--- config.mk ---
export PLATFORM = sky130hd
export DESIGN_NAME = hs_frac_divider
export DESIGN_NICKNAME = d
export VERILOG_FILES = /design/src/rtl/hsdiv_pkg.sv /design/src/rtl/hs_edge_cell.sv /design/src/rtl/hs_swallow_cell.sv /design/src/rtl/hs_mod_cfg.sv /design/src/rtl/hs_frac_divider.sv
export SDC_FILE = /design/constraint.sdc
export NUM_CORES = 1
export LEC_CHECK = 0
export ABC_AREA = 1
export BUFFER_PORTS_ARGS = -buffer_cell sky130_fd_sc_hd__clkbuf_2
export CORE_ASPECT_RATIO = 1.25
export CORE_UTILIZATION = 61
export CTS_CLUSTER_DIAMETER = 200
export DETAILED_ROUTE_END_ITERATION = 12
export GPL_TIMING_DRIVEN = 0
export PLACE_DENSITY = 0.87
export SETUP_SLACK_MARGIN = 0.3
export SLEW_MARGIN = 15
export SYNTH_ARGS = -nofsm -noshare
export SYNTH_HDL_FRONTEND = slang
export SYNTH_SLANG_ARGS = --single-unit
--- constraint.sdc ---
create_clock -name clk -period 2.9 [get_ports clk]
set_input_delay 0.725 -clock clk [delete_from_list [all_inputs] [get_ports clk]]
set_output_delay 0.725 -clock clk [all_outputs]
set_load 0.01 [all_outputs]
--- src/rtl/hsdiv_pkg.sv ---
`timescale 1ns/1ps
package hsdiv_pkg;
  localparam int NCELL   = 8;                           // divide-by-2/3 stages
  localparam int EXT_W   = 2;                           // length code width
  localparam int WORD_W  = NCELL + 2;                   // ratio word in half periods
  localparam int MIN_LEN = NCELL - (2**EXT_W) + 1;      // shortest active chain
  localparam int SEL_W   = $clog2(NCELL + 1);

  function automatic logic [WORD_W:0] win_lo(input logic [EXT_W-1:0] e);
    return (WORD_W+1)'(1) << (MIN_LEN + int'(e) + 1);
  endfunction

  function automatic logic [WORD_W:0] win_hi(input logic [EXT_W-1:0] e);
    return ((WORD_W+1)'(1) << (MIN_LEN + int'(e) + 2)) - (WORD_W+1)'(1);
  endfunction

  function automatic logic [WORD_W-1:0] fit_word(input logic [WORD_W-1:0] w,
                                                 input logic [EXT_W-1:0] e);
    logic [WORD_W:0] lo, hi;
    lo = win_lo(e);
    hi = win_hi(e);
    if ({1'b0, w} < lo) return lo[WORD_W-1:0];
    if ({1'b0, w} > hi) return hi[WORD_W-1:0];
    return w;
  endfunction
endpackage

--- src/rtl/hs_edge_cell.sv ---
`timescale 1ns/1ps
// First stage: passes two ticks (one full input period) per output cycle,
// or three ticks when asked to stretch by half a period.
module hs_edge_cell (
  input  logic clk,
  input  logic rst,
  input  logic en,
  input  logic sw_bit,
  input  logic restart,
  output logic emit
);
  logic ph;     // 0: rising-edge tick, 1: falling-edge tick
  logic held;   // half period already swallowed this cycle
  logic due;    // stretch still owed in this output cycle

  assign emit = en && ph && !(sw_bit && due && !held);

  always_ff @(posedge clk) begin
    if (rst) begin
      ph   <= 1'b0;
      held <= 1'b0;
      due  <= 1'b1;
    end else begin
      if (en) begin
        if (!ph) ph <= 1'b1;
        else if (emit) begin
          ph   <= 1'b0;
          held <= 1'b0;
        end else held <= 1'b1;
      end
      if (restart)   due <= 1'b1;
      else if (emit) due <= 1'b0;
    end
  end

  // the stretch lasts one tick and only follows a falling-edge tick
  held_phase_chk: assert property (@(posedge clk) disable iff (rst)
    held |-> ph);

  held_once_chk: assert property (@(posedge clk) disable iff (rst)
    (held && en) |-> emit);
endmodule

--- src/rtl/hs_swallow_cell.sv ---
`timescale 1ns/1ps
// Divide-by-2/3 stage: two input pulses per output, three once per cycle
// when its word bit is set.
module hs_swallow_cell (
  input  logic clk,
  input  logic rst,
  input  logic en,
  input  logic sw_bit,
  input  logic restart,
  output logic emit
);
  logic [1:0] cnt;
  logic       due;
  logic [1:0] term;

  assign term = (sw_bit && due) ? 2'd2 : 2'd1;
  assign emit = en && (cnt == term);

  always_ff @(posedge clk) begin
    if (rst) begin
      cnt <= 2'd0;
      due <= 1'b1;
    end else begin
      if (en) cnt <= emit ? 2'd0 : cnt + 2'd1;
      if (restart)   due <= 1'b1;
      else if (emit) due <= 1'b0;
    end
  end

  // a stage never runs past three input pulses
  cnt_range_chk: assert property (@(posedge clk) disable iff (rst)
    cnt != 2'd3);
  // after the chain restarts, every stage begins a fresh cycle
  restart_clean_chk: assert property (@(posedge clk) disable iff (rst)
    restart |=> (cnt == 2'd0));
endmodule

--- src/rtl/hs_mod_cfg.sv ---
`timescale 1ns/1ps
module hs_mod_cfg
  import hsdiv_pkg::*;
(
  input  logic              clk,
  input  logic              rst,
  input  logic [WORD_W-1:0] mod_word,
  input  logic [EXT_W-1:0]  ext_code,
  input  logic              mod_load,
  input  logic              cycle_end,
  output logic [WORD_W-1:0] cur_word,
  output logic [EXT_W-1:0]  cur_ext
);
  logic              pend_vld;
  logic [WORD_W-1:0] pend_word;
  logic [EXT_W-1:0]  pend_ext;

  always_ff @(posedge clk) begin
    if (rst) begin
      pend_vld  <= 1'b0;
      pend_word <= '0;
      pend_ext  <= '0;
      cur_word  <= win_lo('0)[WORD_W-1:0];
      cur_ext   <= '0;
    end else begin
      if (mod_load) begin
        pend_word <= fit_word(mod_word, ext_code);
        pend_ext  <= ext_code;
      end
      if (cycle_end && pend_vld) begin
        cur_word <= pend_word;
        cur_ext  <= pend_ext;
      end
      if (mod_load)       pend_vld <= 1'b1;
      else if (cycle_end) pend_vld <= 1'b0;
    end
  end


  word_window_chk: assert property (@(posedge clk) disable iff (rst)
    ({1'b0, cur_word} >= win_lo(cur_ext)) && ({1'b0, cur_word} <= win_hi(cur_ext)));

  hold_mid_cycle_chk: assert property (@(posedge clk) disable iff (rst)
    !cycle_end |=> ($stable(cur_word) && $stable(cur_ext)));
endmodule

--- src/rtl/hs_frac_divider.sv ---
`timescale 1ns/1ps
module hs_frac_divider
  import hsdiv_pkg::*;
(
  input  logic              clk,
  input  logic              rst,
  input  logic [WORD_W-1:0] mod_word,
  input  logic [EXT_W-1:0]  ext_code,
  input  logic              mod_load,
  output logic              div_out
);
  logic [WORD_W-1:0] cur_word;
  logic [EXT_W-1:0]  cur_ext;
  logic [NCELL:0]    emit;
  logic [NCELL:0]    en;
  logic [SEL_W-1:0]  last_idx;
  logic              top_done;

  assign last_idx = SEL_W'(MIN_LEN) + SEL_W'(cur_ext);
  assign top_done = emit[last_idx];

  hs_mod_cfg u_cfg (
    .clk       (clk),
    .rst       (rst),
    .mod_word  (mod_word),
    .ext_code  (ext_code),
    .mod_load  (mod_load),
    .cycle_end (top_done),
    .cur_word  (cur_word),
    .cur_ext   (cur_ext)
  );

  genvar i;
  generate
    for (i = 0; i <= NCELL; i++) begin : g_stage
      if (i == 0) begin : g_first
        assign en[i] = 1'b1;
        hs_edge_cell u_cell (
          .clk (clk), .rst (rst), .en (en[i]), .sw_bit (cur_word[i]),
          .restart (top_done), .emit (emit[i])
        );
      end else begin : g_chain
        assign en[i] = emit[i-1] && (SEL_W'(i) <= last_idx);
        hs_swallow_cell u_cell (
          .clk (clk), .rst (rst), .en (en[i]), .sw_bit (cur_word[i]),
          .restart (top_done), .emit (emit[i])
        );
      end
    end
  endgenerate

  always_ff @(posedge clk) begin
    if (rst) div_out <= 1'b0;
    else     div_out <= top_done;
  end

  // Checker state: ticks since the last cycle end
  logic [WORD_W-1:0] gap_q;
  always_ff @(posedge clk) begin
    if (rst || top_done) gap_q <= '0;
    else                 gap_q <= gap_q + 1'b1;
  end


  period_len_chk: assert property (@(posedge clk) disable iff (rst)
    top_done |-> (WORD_W'(gap_q + 1'b1) == cur_word));

  pulse_width_chk: assert property (@(posedge clk) disable iff (rst)
    div_out |=> !div_out);

  reset_quiet_chk: assert property (@(posedge clk)
    rst |=> !div_out);
endmodule

==> results.cfg <==
[status]
outcome = completed

[placed_design]
preCtsSetupSlack_ns = -0.0855
io_buffers = 13
dp_hpwl_um = 4640
gp_congestion = 0.860

[timing]
slew_viol_final = 0
whs_ns = 0.458
rsz0062_at_grt = false
max_slew_margin_pct = 63.1
hold_viol = 0
max_freq_ghz = 0.404
worst_pin_slew_ns = 0.553
layout_min_cycle_time_ns = 2.48
setup_viol = 0
post-route-period-util_pct = 85.4
finClkSkew_ns = 0.00760
finalWorstSetupSlack_ns = 0.422

[cells_and_area]
final_nets = 491
antenna_cells = 0
drive_gt1_share_pct = 12.2
fin_util_pct = 70.4
area_delta_synth_final_pct = 11.7
num-fill-cells = 404

[yosys]
ys_ff_latch = 51
postSynth.asyncResetShare_pct = 0
syn_area_per_cell_um2 = 7.06
synth_cell_types = 38
yosysWarnings = 0
syn_area_mm2 = 0.00298
synthFlopType = dfxtp_1
synth_edf_count = 0
synth_cells = 422
yosysSeqAreaShare_pct = 34.3

[die]
pin_count = 16
chipWidth_um = 64.5
initial_core_util_pct = 63.0
die_y_um = 80.2
rows = 28
core_area_mm2 = 0.00473
dieArea_mm2 = 0.00517

[setup_path]
crit_path_end_kind = register
critPathMaxFanout = 5
cp_data_arrival_time_ns = 2.71
required_ns = 3.13
startpoint_type = input port
critPathKind = in2reg

[global_route]
grt_max_degree = 16
overflow = 0
track_usage_pct = 25.7
antenna_found_initial = 0
grt_pass1_wl_um = 10400
grt_pass1_vias = 2602

[worst_hold_path]
min_path_type = reg2reg

[clocking]
numClockSinks = 51
clk_latency_ns = 0.30
cts_tree = yes
cts-root-buf = clkbuf_8
clock_path_buffers = 2
cts_hold_buf = 0
cts_buffers = 5
cts_max_level = 2
clk_pin_slew_ns = 0.08

[detailed_routing]
wl_per_cell_um = 11.7
num_vias = 2728
first_pass_iters = 5
wl_um = 6010
drc_errors = 0
drt_first_iter_violations = 114
routed_via_density = 5.33
ant_nets = 0

[flow_run]
drv_cap = 0

[pwr]
vdd_drop_max_mv = 0.279
power_density_mw_per_mm2 = 456
leakagePower_nw = 1.60
p_total_w = 0.00152
[repair_timing]
action | in CTS | in global routing
pin swaps | 0 | 5
cloned | 0 | 1
setup endpoints to repair | 6 | 6
resized for setup | 2 | 16
setup buffers | 0 | 3
[critical path, stage by stage]
cell      delay (ns)
clkbuf_4        0.14
nand2_2         0.07
inv_1           0.04
ha_1            0.28
inv_2           0.05
nor2_1          0.10
inv_1           0.07
ha_1            0.27
nand2_1         0.04
nor3_1          0.14
o211ai_1        0.11
nand3_1         0.16
buf_2           0.18
inv_1           0.06
nand2_1         0.05
nand3_1         0.07
a21oi_1         0.14
[synthesized netlist by cell type, drive strengths merged, types with 3 or more instances]
master | count | area share (%)
o21ai | 16 | 3.1
clkbuf | 7 | 1.0
nor3 | 8 | 1.3
nor3b | 3 | 0.76
buf | 4 | 1.4
ha | 25 | 10
nand3 | 28 | 4.9
dfxtp | 51 | 34
o211ai | 7 | 1.8
inv | 59 | 7.4
nand4 | 7 | 2.7
nand2 | 114 | 15
a21oi | 32 | 5.4
nor2 | 47 | 7.4
[layout by cell type (no fill, tap or decap), types with 7 or more instances in the layout]
master / netlist / layout
conb_1: 2 / 7
a21oi_1: 32 / 32
o21ai_0: 15 / 14
nor3_1: 8 / 8
o211ai_1: 7 / 7
clkbuf_2: 0 / 11
nand2_1: 109 / 107
ha_1: 25 / 25
nor2_1: 41 / 39
inv_1: 57 / 54
nand3_1: 27 / 27
dfxtp_1: 51 / 51
[power breakdown]
group          internal (W)  switching [W]  total [W]
logic             0.0000815       0.000130   0.000212
registers          0.000720      0.0000121   0.000732
clock network      0.000345       0.000231   0.000576
total               0.00115       0.000373    0.00152
[state kept, by name (all words and copies together), names as in the netlist]
name,count
div_out,1
g_stage.g_chain.u_cell.cnt,16
g_stage.g_chain.u_cell.due,8
g_stage.g_first.u_cell.due,1
g_stage.g_first.u_cell.held,1
g_stage.g_first.u_cell.ph,1
u_cfg.cur_ext,2
u_cfg.cur_word,9
u_cfg.pend_ext,2
u_cfg.pend_vld,1
u_cfg.pend_word,9
[routing by layer]
metal	wire length (um)	track usage, %
met1	2360	25.0
met2	3300	49.7
met3	157	3.98
met4	183	15.8
met5	0	0
[through the flow]
step,cells,instance area (um2),TNS (ns)
final,512,3330,0
after global routing,512,3330,0
after CTS,508,3280,0
after detailed placement,500,3140,-0.336
after global placement,500,3140,-0.130
after floorplan,427,3000,0
[worst paths after layout]
path / from / endpoint / slack [ns] / cells after the start
setup / recovery: ext_code[1] / u_cfg.pend_word[4]$_SDFFE_PP0P_ / 0.42 / 17
setup reg to reg: u_cfg.cur_ext[0]$_SDFFE_PP0P_ / u_cfg.pend_vld$_SDFFE_PP0P_ / 0.77 / 10
hold reg to reg: g_stage[8].g_chain.u_cell.due$_SDFFE_PP1P_ / g_stage[8].g_chain.u_cell.due$_SDFFE_PP1P_ / 0.46 / 2
hold / removal: g_stage[8].g_chain.u_cell.due$_SDFFE_PP1P_ / g_stage[8].g_chain.u_cell.due$_SDFFE_PP1P_ / 0.46 / 2
[final cells by class]
type                    count  area [um2]  area share, %
clock buffers               6        72.6           2.18
plain buffers              11        78.8           2.37
clock inverters             2        60.1           1.80
inverters                  59         224           6.73
flip-flops and latches     51        1020           30.7
repair buffers             17        97.6           2.93
multi-input cells         306        1700           51.1
well taps                  60        75.1           2.25
[cell families (layout without fill, tap and decap cells)]
logic type	Yosys count	in the layout	share of synthesized area, %
and+or+nand+nor	211	211	32.9
buffers and inverters	70	95	9.82
AOI/OAI and AO/OA	61	61	11.7
DFF	51	51	34.3
adders and majority gates	25	25	10.5
other	2	7	0.252
xor gates and xnor gates	2	2	0.588
No activity file was read; power rests on OpenSTA's default activity.
